### config.mk
export PLATFORM = sky130hd
export DESIGN_NAME = sic_pattern_gen
export DESIGN_NICKNAME = d
export VERILOG_FILES = /design/src/rtl/sicg_pkg.sv /design/src/rtl/sicg_count.sv /design/src/rtl/sicg_seed.sv /design/src/rtl/sicg_mix.sv /design/src/rtl/sic_pattern_gen.sv
export SDC_FILE = /design/constraint.sdc
export NUM_CORES = 1
export LEC_CHECK = 0
export ABC_AREA = 0
export CORE_MARGIN = 5
export CORE_UTILIZATION = 40
export CTS_CLUSTER_DIAMETER = 50
export DETAILED_ROUTE_END_ITERATION = 6
export GPL_ROUTABILITY_DRIVEN = 0
export PLACE_DENSITY = 0.76
export SYNTH_ARGS = -nofsm -noshare
export SYNTH_HDL_FRONTEND = slang
export SYNTH_SLANG_ARGS = --single-unit
### constraint.sdc
create_clock -name clk -period 2.3 [get_ports clk]
set_clock_uncertainty 0.15 [all_clocks]
set_input_delay 0.575 -clock clk [delete_from_list [all_inputs] [get_ports clk]]
set_output_delay 0.575 -clock clk [all_outputs]
set_load 0.005 [all_outputs]
### src/rtl/sicg_pkg.sv
package sicg_pkg;
   typedef enum logic [1:0] {
      SEED_HOLD    = 2'd0,
      SEED_STEP    = 2'd1,
      SEED_LOAD    = 2'd2,
      SEED_DEFAULT = 2'd3
   } seed_cmd_e;
endpackage

### src/rtl/sicg_count.sv
module sicg_count #(
   parameter int W = 8
) (
   input  logic         clk,
   input  logic         rst,
   input  logic         adv,
   input  logic         clear,
   output logic [W-1:0] count,
   output logic         wrap_next
);
   logic [W-1:0] count_q;
   logic [W-1:0] incr;

   assign incr = count_q + W'(1);

   // NOR of the incremented value: high only when the next count is zero
   assign wrap_next = ~|incr;

   always_ff @(posedge clk) begin
      if (rst)        count_q <= '0;
      else if (clear) count_q <= '0;
      else if (adv)   count_q <= incr;
   end

   assign count = count_q;
endmodule

### src/rtl/sicg_seed.sv
module sicg_seed
   import sicg_pkg::*;
#(
   parameter int           W         = 8,
   parameter logic [W-1:0] TAP_MASK  = 8'hB8,
   parameter logic [W-1:0] SEED_INIT = 8'hA5
) (
   input  logic         clk,
   input  logic         rst,
   input  seed_cmd_e    cmd,
   input  logic [W-1:0] load_val,
   output logic [W-1:0] seed
);
   logic [W-1:0] seed_q;
   logic [W-1:0] stepped;
   logic [W-1:0] tapped;

   // feedback bits selected per tap position
   for (genvar i = 0; i < W; i++) begin : g_tap
      if (TAP_MASK[i]) begin : g_on
         assign tapped[i] = seed_q[i];
      end else begin : g_off
         assign tapped[i] = 1'b0;
      end
   end

   assign stepped = {seed_q[W-2:0], ^tapped};

   always_ff @(posedge clk) begin
      if (rst) begin
         seed_q <= SEED_INIT;
      end else begin
         unique case (cmd)
            SEED_STEP:    seed_q <= stepped;
            SEED_LOAD:    seed_q <= load_val;
            SEED_DEFAULT: seed_q <= SEED_INIT;
            default:      seed_q <= seed_q;
         endcase
      end
   end

   assign seed = seed_q;
endmodule

### src/rtl/sicg_mix.sv
module sicg_mix #(
   parameter int W = 8
) (
   input  logic [W-1:0] count,
   input  logic [W-1:0] seed,
   output logic [W-1:0] pattern
);
   logic [W-1:0] gray;

   for (genvar i = 0; i < W; i++) begin : g_bit
      if (i == W - 1) begin : g_top
         assign gray[i] = count[i];
      end else begin : g_low
         assign gray[i] = count[i] ^ count[i+1];
      end
      assign pattern[i] = seed[i] ^ gray[i];
   end
endmodule

### src/rtl/sic_pattern_gen.sv
module sic_pattern_gen
   import sicg_pkg::*;
#(
   parameter int           W         = 8,
   parameter logic [W-1:0] TAP_MASK  = 8'hB8,
   parameter logic [W-1:0] SEED_INIT = 8'hA5
) (
   input  logic         clk,
   input  logic         rst,
   input  logic         en,
   input  logic         seed_load,
   input  logic [W-1:0] seed_value,
   output logic [W-1:0] pattern
);
   if (W < 3) begin : g_bad_width
      $error("sic_pattern_gen: W must be at least 3");
   end
   if (TAP_MASK[W-1] != 1'b1) begin : g_bad_taps
      $error("sic_pattern_gen: TAP_MASK must include the top stage");
   end
   if (SEED_INIT == '0) begin : g_bad_init
      $error("sic_pattern_gen: SEED_INIT must be nonzero");
   end

   logic [W-1:0] count;
   logic [W-1:0] seed;
   logic         wrap_next;
   seed_cmd_e    cmd;

   always_comb begin
      if (seed_load)             cmd = (seed_value == '0) ? SEED_DEFAULT : SEED_LOAD;
      else if (en && wrap_next)  cmd = SEED_STEP;
      else                       cmd = SEED_HOLD;
   end

   sicg_count #(.W(W)) u_count (
      .clk       (clk),
      .rst       (rst),
      .adv       (en),
      .clear     (seed_load),
      .count     (count),
      .wrap_next (wrap_next)
   );

   sicg_seed #(.W(W), .TAP_MASK(TAP_MASK), .SEED_INIT(SEED_INIT)) u_seed (
      .clk      (clk),
      .rst      (rst),
      .cmd      (cmd),
      .load_val (seed_value),
      .seed     (seed)
   );

   sicg_mix #(.W(W)) u_mix (
      .count   (count),
      .seed    (seed),
      .pattern (pattern)
   );
endmodule

==> results_dict.tcl <==
set metrics [dict create \
    hold_start "u_count.count[1]$_SDFFE_PP0P_" \
    max_cap_violations 0 \
    cp.arrival_ns 1.50 \
    r2r_setup_slack_ns 0.18 \
    worstPathRequired_ns 1.57 \
    fin_tns_setup_ns 0 \
    period_share_pct 96.7 \
    route.met2.wl_mm 1.01 \
    setup_slack_ns 0.0748 \
    top_layer "met4" \
    cts_root_buf "clkbuf_4" \
    ant_nets 0 \
    crit_type "reg2out" \
    path_clk_slew_ns 0.09 \
    clkSinkCount 16 \
    wl_met1_um 900 \
    hold_viol 0 \
    drt_iter0_markers 8 \
    viasPerCell 5.20 \
    overflow 0 \
    core_um2 2430 \
    r2r-end "u_seed.seed[4]$_SDFFE_PP0P_" \
    num-fill-cells 237 \
    cts_made_buffers 3 \
    yosysWarnings 0 \
    drive_gt1_share_pct 12.1 \
    layout_min_cycle_time_ns 2.23 \
    met3_length_um 87 \
    clk_latency_ns 0.28 \
    cp-start-kind "register" \
    firstDrtPassIters 4 \
    layout_common_cells "nor2_1, xor2_1, clkdlybuf4s50_1, dfxtp_1, mux2i_1" \
    clock_power_share_pct 27.1 \
    hold_class "reg2reg" \
    syn_area_um2 998 \
    p_int_w 0.000402 \
    post_cts_buffers 0 \
    ys_seq_area_share_pct 32.1 \
    antenna_found_initial 0 \
    place_ws_ns 0.0821 \
    die_area_um2 3600 \
    vias 843 \
    ys_types 27 \
    grt_pass1_vias 881 \
    maxSlewViolCount 0 \
    sw_frac_of_total_pct 25.0 \
    r2r_start "u_count.count[5]$_SDFFE_PP0P_" \
    min_to "u_count.count[1]$_SDFFE_PP0P_" \
    p_seq_share_pct 55.7 \
    wl_per_cell_um 12.4 \
    io_pins 20 \
    synth-seq-cells 16 \
    hold_depth 2 \
    relSlewSlack_pct 60.8 \
    cp_max_fo 5 \
    die_w_um 60.0 \
    final_util_pct 51.3 \
    combinationalPowerShare_pct 17.2 \
    worst_pin_slew_ns 0.587 \
    worstSetupEndpointType "primary output" \
    diodes 0 \
    route.detailed.drc 0 \
    start_util_pct 41.0 \
    portBuffers 19 \
    grt_usage_pct 12.9 \
    place_hpwl_mm 1.63 \
    setup_viol 0 \
    synthCells 111 \
    cts_tree "built" \
    ir_worst_vdd_mv 0.299 \
    timing.hold.ws_ns 0.391 \
    rsz0062_at_grt "no" \
    cellPowerDensity_nw_per_um2 430 \
    final_common_cell "nor2_1" \
    p_switching_w 0.000134 \
    clockBufferDepth 2 \
    status "complete, no violations" \
    worst_r2r_path_depth 6 \
    syn_to_final_growth_pct 24.9 \
    nets 153 \
    p_leak_nw 0.560 \
    num_rows 18 \
    grt_max_degree 10 \
    grt_pass1_wl_mm 3.50 \
    syn_area_per_cell_um2 9.00 \
    clock.fmax_ghz 0.449 \
    cts_htree_levels 1 \
    wl_mm 2.01 \
    syn_nets 130 \
    die_y_um 60.0 \
]
==> cell usage after synthesis <==
cell type | number | share of area [%]
dfxtp_1 | 16 | 32
nor2_1 | 16 | 6.0
xor2_1 | 15 | 13
mux2i_1 | 8 | 8.0
ha_1 | 7 | 8.8
nand2_1 | 6 | 2.3
nor3_1 | 6 | 3.0
xnor2_1 | 6 | 5.3
a21oi_1 | 5 | 2.5
nand3_1 | 4 | 2.0
a211oi_1 | 3 | 2.3
nor4_1 | 3 | 1.9
clkbuf_1 | 2 | 0.75
a2111oi_1 | 1 | 1.0
a21o_2 | 1 | 0.88
a311oi_1 | 1 | 0.88
a31o_2 | 1 | 0.88
and3_1 | 1 | 0.63
buf_2 | 1 | 0.50
buf_6 | 1 | 1.1
inv_1 | 1 | 0.38
nand2b_1 | 1 | 0.63
nand4_1 | 1 | 0.63
o21ai_1 | 1 | 0.50
o21bai_1 | 1 | 0.75
o311ai_4 | 1 | 2.6
or2_2 | 1 | 0.63
==> critical path: stages, from the launching register on <==
cell and delay (ns):
dfxtp_2 0.37, xnor2_1 0.19, xnor2_1 0.14, clkdlybuf4s50_1 0.52
==> cell type report <==
type	instances	area (µm²)	area share (%)
clock buffer	3	22.5	1.81
inverter	1	3.75	0.301
multi-input combinational	90	651	52.2
sequential	16	328	26.3
tap	30	37.5	3.01
timing repair buffer	22	205	16.4
==> power groups by stage <==
stage                     Clock [W]  Combinational [W]  Sequential [W]
final                      0.000145          0.0000920        0.000298
after global routing       0.000166           0.000102        0.000300
after CTS                  0.000153          0.0000932        0.000299
after detailed placement          0          0.0000987        0.000305
after global placement            0          0.0000971        0.000305
after floorplan                   0          0.0000439        0.000304
==> logic make-up after synthesis <==
| kind of cell | share of synthesized area, % |
|---|---|
| and+or+nand+nor | 17.7 |
| adders and majority gates | 8.77 |
| muxes | 8.02 |
| AOI/OAI and AO/OA | 12.3 |
| DFF | 32.1 |
| xor gates and xnor gates | 18.4 |
| buffers and inverters | 2.76 |
==> layer usage <==
layer,GRT usage (%),vias up
li1,-,435
met1,14.0,388
met2,23.1,18
met3,5.83,2
met4,1.90,0
met5,0,-
==> worst max-delay path by stage <==
stage,start,to,depth (start not counted)
2_1_floorplan,u_count.count[4]$_SDFFE_PP0P_,u_seed.seed[4]$_SDFFE_PP0P_,6
4_1_cts,u_count.count[7]$_SDFFE_PP0P_,pattern[6],3
3_5_place_dp,en,u_seed.seed[3]$_SDFFE_PP0P_,6
5_1_grt,u_count.count[7]$_SDFFE_PP0P_,pattern[6],3
3_3_place_gp,en,u_seed.seed[6]$_SDFFE_PP0P_,6
6_report,u_count.count[7]$_SDFFE_PP0P_,pattern[6],3
==> sequential cells by signal (all words and copies together) (netlist names) <==
signal         cells
u_count.count      8
u_seed.seed        8
==> what timing repair did <==
action	in CTS	in global routing
gates resized for setup	12	0
hold buffers	0	0
setup endpoints to repair	7	0
==> stage by stage <==
stage                     instance area (µm²)  cells  total power, W
after CTS                                1250    162        0.000545
after detailed placement                 1220    159        0.000404
after floorplan                           998    111        0.000348
after global placement                   1220    159        0.000402
after global routing                     1250    162        0.000568
final                                    1250    162        0.000536
(Power assumes the default switching activity.)
